<file path="src/rtl/ecc_fault_pkg.sv">
package ecc_fault_pkg;
  localparam int FLAG_N  = 2;
  localparam int SGL_IDX = 0;
  localparam int DBL_IDX = 1;
  localparam logic ADDR_STAT = 1'b0;
  localparam logic ADDR_CTRL = 1'b1;
endpackage

</file>
<file path="src/rtl/fault_classify.sv">
module fault_classify
  import ecc_fault_pkg::*;
(
  input  logic              clk,
  input  logic              rst,
  input  logic              rd_valid,
  input  logic              sbit_fix,
  input  logic              dbit_err,
  input  logic              cmd_busy,
  input  logic              ign_single,
  output logic [FLAG_N-1:0] set_q
);
  logic [FLAG_N-1:0] set_d;

  always_comb begin
    set_d = '0;
    if (rd_valid) begin
      if (cmd_busy) begin
        set_d = '1;
      end else if (dbit_err) begin
        set_d[DBL_IDX] = 1'b1;
      end else if (sbit_fix && !ign_single) begin
        set_d[SGL_IDX] = 1'b1;
      end
    end
  end

  always_ff @(posedge clk) begin
    if (rst) set_q <= '0;
    else     set_q <= set_d;
  end
endmodule

</file>
<file path="src/rtl/sticky_flags.sv">
module sticky_flags #(
  parameter int N = 2
) (
  input  logic         clk,
  input  logic         rst,
  input  logic [N-1:0] set_i,
  input  logic [N-1:0] clr_i,
  output logic [N-1:0] flag_q
);
  for (genvar i = 0; i < N; i++) begin : g_flag
    always_ff @(posedge clk) begin
      if (rst)           flag_q[i] <= 1'b0;
      else if (set_i[i]) flag_q[i] <= 1'b1;
      else if (clr_i[i]) flag_q[i] <= 1'b0;
    end
  end
endmodule

</file>
<file path="src/rtl/irq_ctrl_reg.sv">
module irq_ctrl_reg #(
  parameter int N = 2
) (
  input  logic         clk,
  input  logic         rst,
  input  logic         we,
  input  logic [N-1:0] wdata,
  output logic [N-1:0] en_q
);
  always_ff @(posedge clk) begin
    if (rst)     en_q <= '0;
    else if (we) en_q <= wdata;
  end
endmodule

</file>
<file path="src/rtl/ecc_fault_capture.sv">
module ecc_fault_capture
  import ecc_fault_pkg::*;
#(
  parameter int REG_W = 8
) (
  input  logic             clk,
  input  logic             rst,
  input  logic             rd_valid,
  input  logic             sbit_fix,
  input  logic             dbit_err,
  input  logic             cmd_busy,
  input  logic             ign_single,
  input  logic             reg_we,
  input  logic             reg_addr,
  input  logic [REG_W-1:0] reg_wdata,
  output logic [REG_W-1:0] reg_rdata,
  output logic [REG_W-1:0] status,
  output logic             irq_sgl,
  output logic             irq_dbl
);
  localparam int PAD_W = REG_W - FLAG_N;

  logic [FLAG_N-1:0] set_pend;
  logic [FLAG_N-1:0] clr_req;
  logic [FLAG_N-1:0] flags;
  logic [FLAG_N-1:0] irq_en;
  logic              ctrl_we;

  fault_classify u_cls (
    .clk(clk), .rst(rst), .rd_valid(rd_valid), .sbit_fix(sbit_fix),
    .dbit_err(dbit_err), .cmd_busy(cmd_busy), .ign_single(ign_single),
    .set_q(set_pend)
  );

  assign clr_req = (reg_we && reg_addr == ADDR_STAT) ? reg_wdata[FLAG_N-1:0] : '0;
  assign ctrl_we = reg_we && reg_addr == ADDR_CTRL;

  sticky_flags #(.N(FLAG_N)) u_flags (
    .clk(clk), .rst(rst), .set_i(set_pend), .clr_i(clr_req), .flag_q(flags)
  );

  irq_ctrl_reg #(.N(FLAG_N)) u_ctrl (
    .clk(clk), .rst(rst), .we(ctrl_we), .wdata(reg_wdata[FLAG_N-1:0]),
    .en_q(irq_en)
  );

  assign status    = {{PAD_W{1'b0}}, flags};
  assign reg_rdata = (reg_addr == ADDR_CTRL) ? {{PAD_W{1'b0}}, irq_en} : status;
  assign irq_sgl   = flags[SGL_IDX] & irq_en[SGL_IDX];
  assign irq_dbl   = flags[DBL_IDX] & irq_en[DBL_IDX];
endmodule

</file>
<file path="config.mk">
export PLATFORM = sky130hd
export DESIGN_NAME = ecc_fault_capture
export DESIGN_NICKNAME = d
export VERILOG_FILES = /design/src/rtl/ecc_fault_pkg.sv /design/src/rtl/fault_classify.sv /design/src/rtl/sticky_flags.sv /design/src/rtl/irq_ctrl_reg.sv /design/src/rtl/ecc_fault_capture.sv
export SDC_FILE = /design/constraint.sdc
export NUM_CORES = 1
export LEC_CHECK = 0
export BUFFER_PORTS_ARGS = -buffer_cell sky130_fd_sc_hd__buf_2
export CAP_MARGIN = 20
export CORE_AREA = 2 2 39 41
export CTS_BUF_LIST = sky130_fd_sc_hd__clkbuf_16
export CTS_CLUSTER_SIZE = 14
export DETAILED_ROUTE_END_ITERATION = 6
export DIE_AREA = 0 0 41 43
export GPL_ROUTABILITY_DRIVEN = 0
export HOLD_SLACK_MARGIN = 0.03
export PLACE_DENSITY = 0.7
export SLEW_MARGIN = 40
export SYNTH_ARGS = -nofsm -noshare
export SYNTH_HDL_FRONTEND = slang
export SYNTH_HIERARCHICAL = 1
export SYNTH_SLANG_ARGS = --single-unit
</file>
<file path="constraint.sdc">
create_clock -name clk -period 1.15 [get_ports clk]
set_clock_uncertainty 0.05 [all_clocks]
set_input_delay 0.345 -clock clk [delete_from_list [all_inputs] [get_ports clk]]
set_output_delay 0.345 -clock clk [all_outputs]
set_load 0.03 [all_outputs]
</file>
After elaboration in Yosys (flattened, before gate mapping). Index checks and enable logic that the tools add are counted.

Bits in registers: 6. Input bits: 17. Output and inout bits: 18. Word-level logic and storage cells: 25.

Mux-type cells: 10. Bitwise operators: 4. Reductions and logical operators: 7.

Operators with widths (number): two-way mux 1 bit (7); two-way mux 2 bit (3); nonzero test 2 bit (2); logical AND 1 bit (3); AND 1 bit (2); NOT 1 bit (2); OR reduction 2 bit (1); logical NOT 1 bit (1).

Longest topological paths before layout.
Depth after elaboration: 5. Gate-level depth with buffers: 3. Mapped depth without buffers: 3.

By module. Netlist, hierarchy kept.

Modules (own cells, without submodules): ecc_fault_capture (times used 1, cells each 20, area an instance 160.2 µm², seq. area each 0.0 µm²); fault_classify (times used 1, cells each 8, area an instance 71.3 µm², seq. area each 40.0 µm²); sticky_flags (times used 1, cells each 8, area an instance 70.1 µm², seq. area each 40.0 µm²); irq_ctrl_reg (times used 1, cells each 6, area an instance 67.6 µm², seq. area each 40.0 µm²).

Least setup slack after synthesis. OpenSTA, ideal clock, no wires.

Path type: flip-flop to output port. Start point: reg u_flags.flag_q[1]. End point: out irq_dbl. Data arrival time: 0.864 ns. Data required time: 0.755 ns. Path slack: -0.109 ns. Cell stages (with the launch flop): 2. Cell sequence: dfxtp_1 and2_1.

Longest elaborated chain between the ends: 1.

Ends and longest elaborated chain: start: declaration (line sticky_flags.sv:8) `output logic [N-1:0] flag_q`; start signal: indexed assignment (line sticky_flags.sv:12) `if (rst) flag_q[i] <= 1'b0;`; start signal: indexed assignment (line sticky_flags.sv:13) `else if (set_i[i]) flag_q[i] <= 1'b1;`; start signal: indexed assignment (line sticky_flags.sv:14) `else if (clr_i[i]) flag_q[i] <= 1'b0;`; AND 1 bit (line ecc_fault_capture.sv:50) `assign irq_dbl = flags[DBL_IDX] & irq_en[DBL_IDX];`; end: declaration (line ecc_fault_capture.sv:19) `output logic irq_dbl`.

No other way between the ends.

Final worst setup path.
Start point: reg u_flags.flag_q[0]. End point: out reg_rdata[0].

Longest elaborated chain between the ends: 1.

Ends and longest elaborated chain: two-way mux 2 bit (line ecc_fault_capture.sv:48) `assign reg_rdata = (reg_addr == ADDR_CTRL) ? {{PAD_W{1'b0}}, irq_en} : status;`; end: declaration (line ecc_fault_capture.sv:16) `output logic [REG_W-1:0] reg_rdata,`.

No other way between the ends.

==> impl_metrics.tcl <==
set metrics [dict create \
    outcome "finished, violations left" \
    violations "negative setup slack" \
    synthArstFlopShare_pct 0 \
    post-dp-hpwl_um 472 \
    initial_utilization_pct 26.7 \
    clock_tree.root_cell "sky130_fd_sc_hd__clkbuf_16" \
    critical_path.startpoint "u_flags/flag_q[0]$_SDFFE_PP0P_" \
    synth-main-ff-cell "sky130_fd_sc_hd__dfxtp_1" \
    grt_antenna_before_repair 0 \
    cts.sink_count 6 \
    rows 14 \
    synth.yosys.warnings 6 \
    synth-seq-area-share_pct 32.5 \
    die_height_um 43 \
    power_density_mw_per_mm2 1660 \
    setup.worst_path.end_class "primary output" \
    timing.reg2reg.setup_slack_ps 420 \
    die-width_um 41 \
    final_report_max_slew_violation_count 0 \
    cts_bufs_inserted 3 \
    most_used_standard_cells_in_the_synthesized_netlist "sky130_fd_sc_hd__buf_4, sky130_fd_sc_hd__dfxtp_1, sky130_fd_sc_hd__nor2_1" \
    timing.final.hold_violations 0 \
    route.vias.total 287 \
    final_core_util_pct 40.9 \
    synth.ff_latch_count 6 \
    floorplan.die_area_mm2 0.00176 \
    timing_worst_setup_path_type "reg -> out" \
    layout_cell_share_with_drive_strength_beyond_1_pct 46.8 \
    period_share_pct 117 \
    firstDrtPassIters 1 \
    gate_count_of_the_mapped_netlist 42 \
    core_mm2 0.00138 \
    timing.fmax_mhz 743 \
    timing.critical_path.arrival_ps 950 \
    syn_area_um2 369 \
    power_leakage_nw 0.293 \
    first_global_vias 246 \
    drtAntennaViolNets 0 \
    dr_drc_count 0 \
    crit_path_max_fanout 3 \
    n_antenna_cell 0 \
    routed_wirelength_um 609 \
    timing.final.setup_violations 6 \
    timing.final.crit_period_ps 1350 \
    io_buffer_count 16 \
    cts-root-to-sink-buffers 2 \
    yosys.area.top_type "sky130_fd_sc_hd__dfxtp_1" \
    reg2reg_to "u_flags/flag_q[0]$_SDFFE_PP0P_" \
    wire_length_of_the_first_global_routing_pass_um 952 \
    vias_per_cell 3.68 \
    syn2layout_area_growth_pct 53.2 \
    post_cts_hold_buffer_count 0 \
    logic_depth_of_the_worst_register_to_register_path 3 \
    critPathCapture "reg_rdata[0]" \
    maximum_number_of_pins_on_one_net_before_global_route_repair 6 \
    grt_overflow 0 \
    design_power_total_uw 939 \
    drt_first_iter_violations 0 \
    hold_class "in -> reg" \
    avgSynthCellArea_um2 8.79 \
    setup_repair_after_global_routing_missed_its_margin "true" \
    tritoncts "yes" \
    fin_nets 81 \
    synth.top_cells.by_area "sky130_fd_sc_hd__dfxtp_1, sky130_fd_sc_hd__buf_4, sky130_fd_sc_hd__mux2_4" \
    grt.total_usage_pct 8.75 \
    max_cap_violations 0 \
    endpoint_required_time_on_the_critical_path_ps 750 \
    clk-insertion-delay-late_ps 220 \
    cts.clk_slew.worst_paths_ps 30 \
    r2r-start "u_flags/flag_q[0]$_SDFFE_PP0P_" \
    leading_cell_type_by_number_of_instances_after_synthesis "sky130_fd_sc_hd__buf_4" \
    vdd.ir_drop.worst_mv 0.833 \
    synth_enable_flop_cells 0 \
    worst_setup_path_start_kind "register" \
    drt-wirelength-per-cell_um 7.81 \
    count_of_h_tree_levels_built_during_cts 1 \
    io_pins 35 \
    post_synth_top_area_share_pct 32.5 \
    count_of_unique_library_cells_instantiated_by_yosys 12 \
    post-route-worst-setup-slack_ps -196 \
]
==> flip-flops by register name, summed over array words and instances, names as in the netlist <==
name and count:
u_ctrl/en_q 2, u_cls/set_q 2, u_flags/flag_q 2
==> routing by layer <==
| metal | wire, um | up-vias | GRT usage, % |
|---|---|---|---|
| li1 | - | 148 | - |
| met3 | 80 | 2 | 6.28 |
| met2 | 278 | 19 | 11.3 |
| met5 | 0 | - | 0 |
| met1 | 230 | 118 | 8.74 |
| met4 | 19 | 0 | 8.00 |
==> how the worst min path moves through the flow <==
stage	slack, ps	startpoint	depth (start not counted)	to
floorplan	350	u_cls/set_q[0]$_SDFF_PP0_	2	u_flags/flag_q[0]$_SDFFE_PP0P_
global placement	360	u_cls/set_q[0]$_SDFF_PP0_	2	u_flags/flag_q[0]$_SDFFE_PP0P_
detailed placement	360	u_cls/set_q[0]$_SDFF_PP0_	2	u_flags/flag_q[0]$_SDFFE_PP0P_
CTS	280	rst	2	u_flags/flag_q[1]$_SDFFE_PP0P_
global route	300	rst	2	u_flags/flag_q[0]$_SDFFE_PP0P_
finish	280	rst	2	u_flags/flag_q[1]$_SDFFE_PP0P_
==> cell families after synthesis <==
| group | Yosys count | share of synthesized area (%) |
|---|---|---|
| AOI/OAI and AO/OA | 3 | 4.07 |
| other | 1 | 1.02 |
| DFF | 6 | 32.5 |
| buffers and inverters | 15 | 27.5 |
| and+or+nand+nor | 13 | 21.4 |
| muxes | 4 | 13.6 |
==> power breakdown <==
group	internal [mW]	switching (mW)
clock	0.445	0.107
combinational	0.0583	0.0998
sequential	0.222	0.00637
total	0.726	0.213
==> area by class of cell <==
class	count	area (um2)
fillers	143	818
multi-input cells	32	194
repair buffers	18	140
flip-flops and latches	6	125
clock buffers	3	75.1
well taps	16	20.0
inverters	3	11.3
==> through the flow <==
| stage | setup WS [ps] | hold WS [ps] | std cells | area, um2 | TNS, ps |
|---|---|---|---|---|---|
| after floorplan | 61.4 | 347 | 53 | 415 | 0 |
| after global placement | -191 | 358 | 73 | 425 | -381 |
| after detailed placement | -216 | 360 | 73 | 425 | -430 |
| after CTS | -202 | 282 | 77 | 547 | -616 |
| after global routing | -214 | 297 | 78 | 566 | -753 |
| final | -196 | 279 | 78 | 566 | -638 |
==> critical path: stages, from the launching register on <==
cell                      delay [ps]
sky130_fd_sc_hd__dfxtp_2         320
sky130_fd_sc_hd__mux2_4          270
sky130_fd_sc_hd__buf_6           140
==> cell usage in the layout, fill, tap and decap left out, drive strengths merged <==
cell	n
inv	3
or3b	1
dfxtp	6
a21oi	3
mux2i	2
conb	12
and2	3
and3b	2
mux2	2
clkbuf	3
nor2	4
nand2b	3
buf	18
==> repair_timing <==
action                                  in CTS  in global routing
pin swaps                                    1                  1
setup buffers                                1                  1
endpoints found under the setup margin       4                  6
cloned                                       0                  0
gates resized for setup                     14                  5
Power figures use the tool's default switching activity.
